<file path="config.mk">
export PLATFORM = sky130hd
export DESIGN_NAME = ecc_err_capture
export DESIGN_NICKNAME = d
export VERILOG_FILES = /design/src/rtl/ecc_err_pkg.sv /design/src/rtl/ecc_sbe_thresh.sv /design/src/rtl/ecc_err_latch.sv /design/src/rtl/ecc_inj_ctrl.sv /design/src/rtl/ecc_err_capture.sv
export SDC_FILE = /design/constraint.sdc
export NUM_CORES = 1
export LEC_CHECK = 0
export CORE_MARGIN = 3
export CORE_UTILIZATION = 55
export CTS_CLUSTER_SIZE = 20
export DETAILED_ROUTE_END_ITERATION = 16
export DONT_BUFFER_PORTS = 1
export PLACE_DENSITY_LB_ADDON = 0.15
export SYNTH_ARGS = -nofsm -noshare
export SYNTH_HDL_FRONTEND = slang
export SYNTH_SLANG_ARGS = --single-unit
export TNS_END_PERCENT = 1
</file>
<file path="constraint.sdc">
create_clock -name clk -period 4.5 [get_ports clk]
set_input_delay 1.35 -clock clk [delete_from_list [all_inputs] [get_ports clk]]
set_output_delay 1.35 -clock clk [all_outputs]
set_load 0.05 [all_outputs]
</file>
<file path="src/rtl/ecc_err_pkg.sv">
package ecc_err_pkg;

   // register word indices (software-visible map)
   localparam int REG_IDX_W = 4;
   typedef enum logic [REG_IDX_W-1:0] {
      RI_DETECT   = 4'd0,
      RI_DISABLE  = 4'd1,
      RI_INTEN    = 4'd2,
      RI_SBEMGT   = 4'd3,
      RI_CAP_HI   = 4'd4,
      RI_CAP_LO   = 4'd5,
      RI_CAP_CHK  = 4'd6,
      RI_CAP_ALO  = 4'd7,
      RI_CAP_AEXT = 4'd8,
      RI_INJ_HI   = 4'd9,
      RI_INJ_LO   = 4'd10,
      RI_INJ_CTL  = 4'd11
   } reg_idx_e;

   // error classes: bit position in detect / disable / enable registers
   localparam int ERR_SBE = 0;
   localparam int ERR_MBE = 1;
   localparam int NUM_ERR = 2;

   // error-count register layout
   localparam int THR_LSB = 16;
   localparam int CNT_MAX_W = 8;

   // register word width
   localparam int WORD_W = 32;

endpackage

</file>
<file path="src/rtl/ecc_sbe_thresh.sv">
module ecc_sbe_thresh #(
   parameter int CNT_W = 8
) (
   input  logic             clk,
   input  logic             rst_n,
   input  logic             hit,
   input  logic [CNT_W-1:0] thr,
   output logic             report,
   output logic [CNT_W-1:0] cnt
);

   logic [CNT_W-1:0] cnt_q;
   logic [CNT_W:0]   inc;

   assign inc    = {1'b0, cnt_q} + {{CNT_W{1'b0}}, 1'b1};
   assign report = hit && (thr != '0) && (inc >= {1'b0, thr});
   assign cnt    = cnt_q;

   always_ff @(posedge clk) begin
      if (!rst_n) begin
         cnt_q <= '0;
      end else if (hit) begin
         cnt_q <= report ? '0 : inc[CNT_W-1:0];
      end
   end

   AST_CNT_RESTART: assert property (@(posedge clk) disable iff (!rst_n)
      report |=> (cnt_q == '0));

endmodule

</file>
<file path="src/rtl/ecc_err_latch.sv">
module ecc_err_latch
   import ecc_err_pkg::*;
#(
   parameter int DW       = 32,
   parameter int CHK_W    = 16,
   parameter int WIDE_CHK = 8,
   parameter int AEXT_W   = 8
) (
   input  logic               clk,
   input  logic               rst_n,
   input  logic [NUM_ERR-1:0] set,
   input  logic [NUM_ERR-1:0] clr,
   input  logic [NUM_ERR-1:0] ien_d,
   input  logic               narrow,
   input  logic [DW-1:0]      data_hi,
   input  logic [DW-1:0]      data_lo,
   input  logic [CHK_W-1:0]   chk,
   input  logic [DW-1:0]      addr_lo,
   input  logic [AEXT_W-1:0]  addr_ext,
   output logic [NUM_ERR-1:0] det,
   output logic               irq,
   output logic [DW-1:0]      cap_hi,
   output logic [DW-1:0]      cap_lo,
   output logic [CHK_W-1:0]   cap_chk,
   output logic [DW-1:0]      cap_alo,
   output logic [AEXT_W-1:0]  cap_aext
);

   logic [NUM_ERR-1:0] det_q, det_d;
   logic               irq_q;
   logic               load;
   logic [CHK_W-1:0]   chk_m;
   logic [DW-1:0]      cap_hi_q, cap_lo_q, cap_alo_q;
   logic [CHK_W-1:0]   cap_chk_q;
   logic [AEXT_W-1:0]  cap_aext_q;

   // per-class sticky flag: new set dominates software clear
   for (genvar e = 0; e < NUM_ERR; e++) begin : g_det
      assign det_d[e] = (det_q[e] & ~clr[e]) | set[e];
   end

   // check-bit field: low bits always kept, upper bits only in narrow mode
   for (genvar b = 0; b < CHK_W; b++) begin : g_chk
      if (b < WIDE_CHK) begin : g_keep
         assign chk_m[b] = chk[b];
      end else begin : g_narrow
         assign chk_m[b] = chk[b] & narrow;
      end
   end

   assign load = (set != '0) && (det_q == '0);

   always_ff @(posedge clk) begin
      if (!rst_n) begin
         det_q      <= '0;
         irq_q      <= 1'b0;
         cap_hi_q   <= '0;
         cap_lo_q   <= '0;
         cap_chk_q  <= '0;
         cap_alo_q  <= '0;
         cap_aext_q <= '0;
      end else begin
         det_q <= det_d;
         irq_q <= |(det_d & ien_d);
         if (load) begin
            cap_hi_q   <= data_hi;
            cap_lo_q   <= data_lo;
            cap_chk_q  <= chk_m;
            cap_alo_q  <= addr_lo;
            cap_aext_q <= addr_ext;
         end
      end
   end

   assign det      = det_q;
   assign irq      = irq_q;
   assign cap_hi   = cap_hi_q;
   assign cap_lo   = cap_lo_q;
   assign cap_chk  = cap_chk_q;
   assign cap_alo  = cap_alo_q;
   assign cap_aext = cap_aext_q;

   AST_SET_STICKS: assert property (@(posedge clk) disable iff (!rst_n)
      (set != '0) |=> ((det_q & $past(set)) == $past(set)));

   AST_CLR_WORKS: assert property (@(posedge clk) disable iff (!rst_n)
      ((clr != '0) && (set == '0)) |=> ((det_q & $past(clr)) == '0));

   AST_CAP_HOLD: assert property (@(posedge clk) disable iff (!rst_n)
      (det_q != '0) |=> ($stable(cap_hi_q) && $stable(cap_chk_q) && $stable(cap_alo_q)));

endmodule

</file>
<file path="src/rtl/ecc_inj_ctrl.sv">
module ecc_inj_ctrl
   import ecc_err_pkg::*;
#(
   parameter int DW        = 32,
   parameter int INJ_CHK_W = 8
) (
   input  logic                 clk,
   input  logic                 rst_n,
   input  logic                 wr,
   input  logic [REG_IDX_W-1:0] idx,
   input  logic [DW-1:0]        wdata,
   output logic [DW-1:0]        hi_rd,
   output logic [DW-1:0]        lo_rd,
   output logic [INJ_CHK_W:0]   ctl_rd,
   output logic [DW-1:0]        mask_hi,
   output logic [DW-1:0]        mask_lo,
   output logic [INJ_CHK_W-1:0] mask_chk
);

   localparam int EN_BIT = INJ_CHK_W;

   logic [DW-1:0]      hi_q, lo_q;
   logic [INJ_CHK_W:0] ctl_q;
   logic               active;

   always_ff @(posedge clk) begin
      if (!rst_n) begin
         hi_q  <= '0;
         lo_q  <= '0;
         ctl_q <= '0;
      end else if (wr) begin
         if (idx == RI_INJ_HI)  hi_q  <= wdata;
         if (idx == RI_INJ_LO)  lo_q  <= wdata;
         if (idx == RI_INJ_CTL) ctl_q <= wdata[INJ_CHK_W:0];
      end
   end

   assign active   = ctl_q[EN_BIT];
   assign mask_hi  = active ? hi_q : '0;
   assign mask_lo  = active ? lo_q : '0;
   assign mask_chk = active ? ctl_q[INJ_CHK_W-1:0] : '0;

   assign hi_rd  = hi_q;
   assign lo_rd  = lo_q;
   assign ctl_rd = ctl_q;

   AST_INJ_HOLD: assert property (@(posedge clk) disable iff (!rst_n)
      (!wr) |=> ($stable(hi_q) && $stable(ctl_q)));

endmodule

</file>
<file path="src/rtl/ecc_err_capture.sv">
module ecc_err_capture
   import ecc_err_pkg::*;
#(
   parameter int CHK_W     = 16,
   parameter int WIDE_CHK  = 8,
   parameter int AEXT_W    = 8,
   parameter int CNT_W     = 8,
   parameter int INJ_CHK_W = 8,
   parameter int THR_RST   = 1
) (
   input  logic                 clk,
   input  logic                 rst_n,
   input  logic                 ev_sbe,
   input  logic                 ev_mbe,
   input  logic [WORD_W-1:0]    ev_data_hi,
   input  logic [WORD_W-1:0]    ev_data_lo,
   input  logic [CHK_W-1:0]     ev_chk,
   input  logic [WORD_W-1:0]    ev_addr_lo,
   input  logic [AEXT_W-1:0]    ev_addr_ext,
   input  logic                 bus_narrow,
   input  logic                 reg_en,
   input  logic                 reg_we,
   input  logic [REG_IDX_W-1:0] reg_addr,
   input  logic [WORD_W-1:0]    reg_wdata,
   output logic [WORD_W-1:0]    reg_rdata,
   output logic [WORD_W-1:0]    inj_mask_hi,
   output logic [WORD_W-1:0]    inj_mask_lo,
   output logic [INJ_CHK_W-1:0] inj_mask_chk,
   output logic                 irq
);

   localparam logic [CNT_W-1:0] THR_INIT = CNT_W'(THR_RST);

   initial begin
      assert (CHK_W >= WIDE_CHK && CHK_W <= WORD_W) else $error("CHK_W out of range");
      assert (AEXT_W >= 1 && AEXT_W <= WORD_W) else $error("AEXT_W out of range");
      assert (CNT_W >= 1 && CNT_W <= CNT_MAX_W) else $error("CNT_W out of range");
      assert (INJ_CHK_W >= 1 && INJ_CHK_W < WORD_W) else $error("INJ_CHK_W out of range");
   end

   logic               wr;
   logic [NUM_ERR-1:0] dis_q, ien_q, ien_d;
   logic [CNT_W-1:0]   thr_q;
   logic [CNT_W-1:0]   sbe_cnt;
   logic               sbe_hit, sbe_rep, mbe_set;
   logic [NUM_ERR-1:0] set_v, clr_v, det;
   logic [WORD_W-1:0]  cap_hi, cap_lo, cap_alo;
   logic [CHK_W-1:0]   cap_chk;
   logic [AEXT_W-1:0]  cap_aext;
   logic [WORD_W-1:0]  inj_hi_rd, inj_lo_rd;
   logic [INJ_CHK_W:0] inj_ctl_rd;

   assign wr = reg_en & reg_we;

   // configuration registers
   always_ff @(posedge clk) begin
      if (!rst_n) begin
         dis_q <= '0;
         ien_q <= '0;
         thr_q <= THR_INIT;
      end else if (wr) begin
         if (reg_addr == RI_DISABLE) dis_q <= reg_wdata[NUM_ERR-1:0];
         if (reg_addr == RI_INTEN)   ien_q <= reg_wdata[NUM_ERR-1:0];
         if (reg_addr == RI_SBEMGT)  thr_q <= reg_wdata[THR_LSB +: CNT_W];
      end
   end

   assign ien_d = (wr && reg_addr == RI_INTEN) ? reg_wdata[NUM_ERR-1:0] : ien_q;

   assign sbe_hit = ev_sbe & ~dis_q[ERR_SBE];
   assign mbe_set = ev_mbe & ~dis_q[ERR_MBE];

   always_comb begin
      set_v          = '0;
      set_v[ERR_SBE] = sbe_rep;
      set_v[ERR_MBE] = mbe_set;
      clr_v = (wr && reg_addr == RI_DETECT) ? reg_wdata[NUM_ERR-1:0] : '0;
   end

   ecc_sbe_thresh #(.CNT_W(CNT_W)) thresh_i (
      .clk    (clk),
      .rst_n  (rst_n),
      .hit    (sbe_hit),
      .thr    (thr_q),
      .report (sbe_rep),
      .cnt    (sbe_cnt)
   );

   ecc_err_latch #(
      .DW       (WORD_W),
      .CHK_W    (CHK_W),
      .WIDE_CHK (WIDE_CHK),
      .AEXT_W   (AEXT_W)
   ) latch_i (
      .clk      (clk),
      .rst_n    (rst_n),
      .set      (set_v),
      .clr      (clr_v),
      .ien_d    (ien_d),
      .narrow   (bus_narrow),
      .data_hi  (ev_data_hi),
      .data_lo  (ev_data_lo),
      .chk      (ev_chk),
      .addr_lo  (ev_addr_lo),
      .addr_ext (ev_addr_ext),
      .det      (det),
      .irq      (irq),
      .cap_hi   (cap_hi),
      .cap_lo   (cap_lo),
      .cap_chk  (cap_chk),
      .cap_alo  (cap_alo),
      .cap_aext (cap_aext)
   );

   ecc_inj_ctrl #(.DW(WORD_W), .INJ_CHK_W(INJ_CHK_W)) inj_i (
      .clk      (clk),
      .rst_n    (rst_n),
      .wr       (wr),
      .idx      (reg_addr),
      .wdata    (reg_wdata),
      .hi_rd    (inj_hi_rd),
      .lo_rd    (inj_lo_rd),
      .ctl_rd   (inj_ctl_rd),
      .mask_hi  (inj_mask_hi),
      .mask_lo  (inj_mask_lo),
      .mask_chk (inj_mask_chk)
   );

   // read mux
   always_comb begin
      reg_rdata = '0;
      case (reg_addr)
         RI_DETECT:   reg_rdata[NUM_ERR-1:0] = det;
         RI_DISABLE:  reg_rdata[NUM_ERR-1:0] = dis_q;
         RI_INTEN:    reg_rdata[NUM_ERR-1:0] = ien_q;
         RI_SBEMGT: begin
            reg_rdata[THR_LSB +: CNT_W] = thr_q;
            reg_rdata[CNT_W-1:0]        = sbe_cnt;
         end
         RI_CAP_HI:   reg_rdata = cap_hi;
         RI_CAP_LO:   reg_rdata = cap_lo;
         RI_CAP_CHK:  reg_rdata[CHK_W-1:0] = cap_chk;
         RI_CAP_ALO:  reg_rdata = cap_alo;
         RI_CAP_AEXT: reg_rdata[AEXT_W-1:0] = cap_aext;
         RI_INJ_HI:   reg_rdata = inj_hi_rd;
         RI_INJ_LO:   reg_rdata = inj_lo_rd;
         RI_INJ_CTL:  reg_rdata[INJ_CHK_W:0] = inj_ctl_rd;
         default:     reg_rdata = '0;
      endcase
   end

   AST_IRQ_TRACKS: assert property (@(posedge clk) disable iff (!rst_n)
      irq == |(det & ien_q));

   AST_MASKED_MBE: assert property (@(posedge clk) disable iff (!rst_n)
      (ev_mbe && dis_q[ERR_MBE] && !det[ERR_MBE]) |=> !det[ERR_MBE]);

endmodule

</file>
# == Yosys cells after proc, flatten, opt, wreduce, memory -nomap -nowiden ==
# Cells that the tools add are included.
# op_classes
n_reduce_logical,16
shifts,0
div,0
magnitude_cmp,1
bitwise,20
mul,0
muxes,12
eq_ne,11
addsub,1
# op_table
op,count
32-bit 2-to-1 mux,2
6-bit one-hot mux with 9 select lines,1
8-bit one-hot mux with 6 select lines,1
7-bit one-hot mux with 6 select lines,1
8-bit one-hot mux with 5 select lines,1
2-bit one-hot mux with 12 select lines,1
4-bit by 3-bit == test with 1-bit output (second input constant),4
4-bit == test (second input constant),4
8-bit 2-to-1 mux,2
1-bit AND,13
2-bit AND reduction,6
8-bit by 1-bit adder with 9-bit output (second input constant),1
9-bit by 8-bit greater-or-equal comparator with 1-bit output,1
4-bit by 2-bit == test with 1-bit output (second input constant),2
8-bit nonzero test,1
1-bit one-hot mux with 7 select lines,1
1-bit logical AND,5
4-bit by 1-bit == test with 1-bit output (second input constant),1
4-bit logical NOT,1
2-bit 2-to-1 mux,2
1-bit inverter,4
2-bit AND,1
2-bit logical NOT,1
1-bit bitwise OR,2
2 further kinds,2
# word_totals
ram_bits,0
word_cells,75
romBits,0
out_inout_bits,105
inputBits,163
mem_count,0
register_bits,216
latchBits,0

# == Logic depth before layout (Yosys ltp) ==
# depth
word_depth,8
mapped_depth,14
mapped_depth_nobuf,11

# == Hierarchy ==
# A second synthesis with hierarchy kept.
# unflattened
cells_unflattened,1245
hier_area_um2,10845.4
# modules_own_cells
module,area_per_inst_um2,cells_each,instances,seq_area_each_um2
ecc_err_latch,4884.7,535,1,2462.4
ecc_inj_ctrl,3233.1,356,1,1461.4
ecc_err_capture,2015.7,267,1,240.2
ecc_sbe_thresh,711.9,87,1,160.2

# == Worst setup path before layout ==
# No wires, ideal clock.
# synth_path
path_kind,input port to output port
from,input port reg_addr[3]
to,output port reg_rdata[1]
t_arrival_ps,3173
slack_ps,-23
path_stages,4
required_ps,3150
path_buffers,1
path_cell_list,clkbuf_1 mux2i_1 o22a_1 o311ai_1
# synth_between
elab_chain_cells,2
word_cells_on_any_way,13
cone_classes,eq/ne (11); mux (1); reduce/logical (1)
# synth_rtl
item,line_no,rtl
start: declaration,ecc_err_capture.sv:23,"input logic [REG_IDX_W-1:0] reg_addr,"
"4-bit == test, or another cell as far along",ecc_err_capture.sv:132,case (reg_addr)
2-bit one-hot mux with 12 select lines *,ecc_err_capture.sv:132,
end: declaration,ecc_err_capture.sv:25,"output logic [WORD_W-1:0] reg_rdata,"
# Mark *: on every way between the ends. The rest lies on a longest branch, timed or not.

# == Worst setup path in the final report ==
# layout_path
from,input port reg_addr[2]
to,output port reg_rdata[5]
# layout_between
elab_chain_cells,2
word_cells_on_any_way,10
cone_classes,eq/ne (9); mux (1)
# layout_rtl
item,line_no
"4-bit == test, or another cell as far along",ecc_err_capture.sv:132
6-bit one-hot mux with 9 select lines *,ecc_err_capture.sv:132
# Marked as above.

==> results.sh <==
export IMPL_synth_distinct_cells=54
export IMPL_worstPathArrival_ns=2.79
export IMPL_rsz0062_at_grt="false"
export IMPL_grt_pass1_vias=8297
export IMPL_hold_end="latch_i.cap_chk[9]"
export IMPL_port_buffers=0
export IMPL_routabilityCongestion=0.923
export IMPL_cts_made_buffers=23
export IMPL_grt_max_degree=248
export IMPL_cts_sinks=216
export IMPL_drive_above_1_share=0.0821
export IMPL_nFillCells=1586
export IMPL_area_delta_synth_final_pct=13.4
export IMPL_worstPathMaxFanout=14
export IMPL_crit_type="input port to output pin"
export IMPL_ys_seq_area_frac=0.420
export IMPL_r2r_end="latch_i.cap_alo[16]"
export IMPL_globalRouteOverflowTotal=0
export IMPL_r2r_start="thresh_i.cnt[0]"
export IMPL_syn_area_um2=10300
export IMPL_ios=268
export IMPL_synth_fp_nets=1418
export IMPL_hold_worst_slack_ns=0.458
export IMPL_fin_area_um2=11700
export IMPL_die_height_um=143
export IMPL_maxCapViolCount=0
export IMPL_startpoint="reg_addr[2]"
export IMPL_synthArstFlopShare=0
export IMPL_r2r_cells=11
export IMPL_period_needed_ns=4.14
export IMPL_drt_iter0_drc=780
export IMPL_fmax_mhz=242
export IMPL_p_leak_nw=4.75
export IMPL_start_util=0.566
export IMPL_core_area_um2=18200
export IMPL_fin_crit_sh=0.920
export IMPL_fin_setup_tns_ns=0
export IMPL_die_w_um=143
export IMPL_worstSkewPairLatency_ns=0.51
export IMPL_r2r_slack_ns=1.04
export IMPL_hp_class="flip-flop to flip-flop"
export IMPL_nets=1399
export IMPL_worstHoldStart="latch_i.cap_chk[9]"
export IMPL_antenna_found_initial=0
export IMPL_antenna_cells=0
export IMPL_vias=8842
export IMPL_slew_headroom=0.241
export IMPL_slew_violations=0
export IMPL_cts_root_buffer_cell="clkbuf_16"
export IMPL_htreeDepth=1
export IMPL_routed_wl_um=30800
export IMPL_grt_pass1_wl_um=46700
export IMPL_drc=0
export IMPL_final_cells=1472
export IMPL_grtUsageTotal=0.288
export IMPL_dieArea_um2=20400
export IMPL_hpwlAfterDp_um=21900
export IMPL_ys_ff_latch=216
export IMPL_crit_path_end_kind="output pin"
export IMPL_viasPerCell=6.01
export IMPL_cts_tree="yes"
export IMPL_setup_viol=0
export IMPL_worst_pin_slew_ns=1.14
export IMPL_final_hold_violation_count=0
export IMPL_critPathLaunchType="input port"
export IMPL_syn_inst=1246
export IMPL_ys_warn_count=0
export IMPL_worstPathRequired_ns=3.15
export IMPL_vdd_drop_max_uv=274
export IMPL_final_util=0.642
export IMPL_cts_buffer_depth=3
export IMPL_yosys_most_used_dff="dfxtp_1"
export IMPL_dp_cells=1431
export IMPL_first_pass_iters=6
export IMPL_wl_per_cell_um=20.9
export IMPL_power_density_nw_per_um2=370
export IMPL_cts_hold_buf=0
export IMPL_cts_post_setup_buffers_inserted=0
export IMPL_finClkSkew_ns=0.0147
export IMPL_row_count=49
export IMPL_path_clk_slew_ns=0.06
export IMPL_placed_area_um2=11000
export IMPL_syn_area_per_cell_um2=8.27
export IMPL_post_cts_resized=0
export IMPL_whs_path_depth=2
export IMPL_status="completed"
export IMPL_ant_nets=0
export IMPL_synth_edf_count=0
## routing by layer
metal,global-route usage,vias up,part of all wire
li1,-,4202,-
met1,0.393,4203,0.42
met2,0.449,386,0.46
met3,0.0750,51,0.098
met4,0.0865,0,0.025
met5,0,-,0
## Yosys cell counts, types with 9 or more instances
| master | number | area, um^2 |
|---|---|---|
| nand3_1 | 33 | 165 |
| a21oi_1 | 70 | 350 |
| a22oi_1 | 69 | 518 |
| mux2i_1 | 146 | 1460 |
| buf_2 | 11 | 55.1 |
| buf_8 | 9 | 135 |
| and2_1 | 75 | 469 |
| clkbuf_1 | 69 | 259 |
| ha_1 | 9 | 113 |
| a222oi_1 | 14 | 140 |
| inv_1 | 12 | 45.0 |
| nor2_1 | 33 | 124 |
| nand2_1 | 386 | 1450 |
| dfxtp_1 | 216 | 4320 |
## state kept, by name, indices dropped and copies added (netlist names), 8 cells and up
name              count
inj_i.lo_rd          32
latch_i.cap_hi       32
inj_i.ctl_rd          9
inj_i.hi_rd          32
latch_i.cap_alo      32
thr_q                 8
thresh_i.cnt          8
latch_i.cap_aext      8
latch_i.cap_lo       32
latch_i.cap_chk      16
## final cells by class
cell class / instances / area, um^2 / area share
Timing Repair Buffer: 54 / 856 / 0.0732
Multi-Input combinational cell: 919 / 5470 / 0.468
Sequential cell: 216 / 4330 / 0.370
Clock inverter: 8 / 43.8 / 0.00375
Tap cell: 229 / 287 / 0.0245
Clock buffer: 33 / 653 / 0.0559
Inverter: 13 / 48.8 / 0.00418
## metrics by stage
stage / worst slack (ns) / power, mW
CTS: 0.379 / 4.35
floorplan: 0.283 / 2.51
detailed placement: 0.381 / 2.59
global route: 0.260 / 4.47
finish: 0.361 / 4.33
global placement: 0.432 / 2.58
## power breakdown
group          internal, mW  total [mW]  switching [mW]
Sequential             2.02        2.10          0.0740
Combinational         0.202       0.453           0.251
Clock                  1.01        1.78           0.768
## layout by cell type, fill, tap and decap left out, types with 4 or more instances in the layout
master     instances
a21oi_1           70
a222oi_1          14
a22o_1             4
a22oi_1           69
a32oi_1            4
and2_1            75
and3_1             7
buf_12            36
buf_4             18
clkbuf_1           6
clkbuf_16         23
clkbuf_8           4
clkinv_2           7
dfxtp_1          215
ha_1               9
inv_1             12
mux2i_1          146
nand2_1          386
nand2b_1           5
nand3_1           33
nor2_1            31
nor2b_1            5
nor3_1             5
o21ai_0            4
o21ai_1            5
xor2_1             4
## worst max-delay path by stage
stage / endpoint / slack (ns)
floorplan: reg_rdata[17] / 0.28
global placement: reg_rdata[3] / 0.43
detailed placement: reg_rdata[5] / 0.38
CTS: reg_rdata[5] / 0.38
global route: reg_rdata[5] / 0.26
finish: reg_rdata[5] / 0.36
## critical path, stage by stage
cell and delay [ns]:
nand2b_1 0.25, nor3b_4 0.07, buf_4 0.20, a22o_1 0.24, a221oi_1 0.24, o211ai_1 0.23
buf_12 0.21
## cell families after synthesis
kind of cell | after synthesis | share of synthesized area
buf+inv | 111 | 0.0538
fa+ha+maj | 9 | 0.0109
flops | 216 | 0.420
xor+xnor | 7 | 0.00595
compound gates | 193 | 0.128
mux | 147 | 0.144
simple gates | 563 | 0.238
Note: power is estimated with default switching activity, not from simulation.
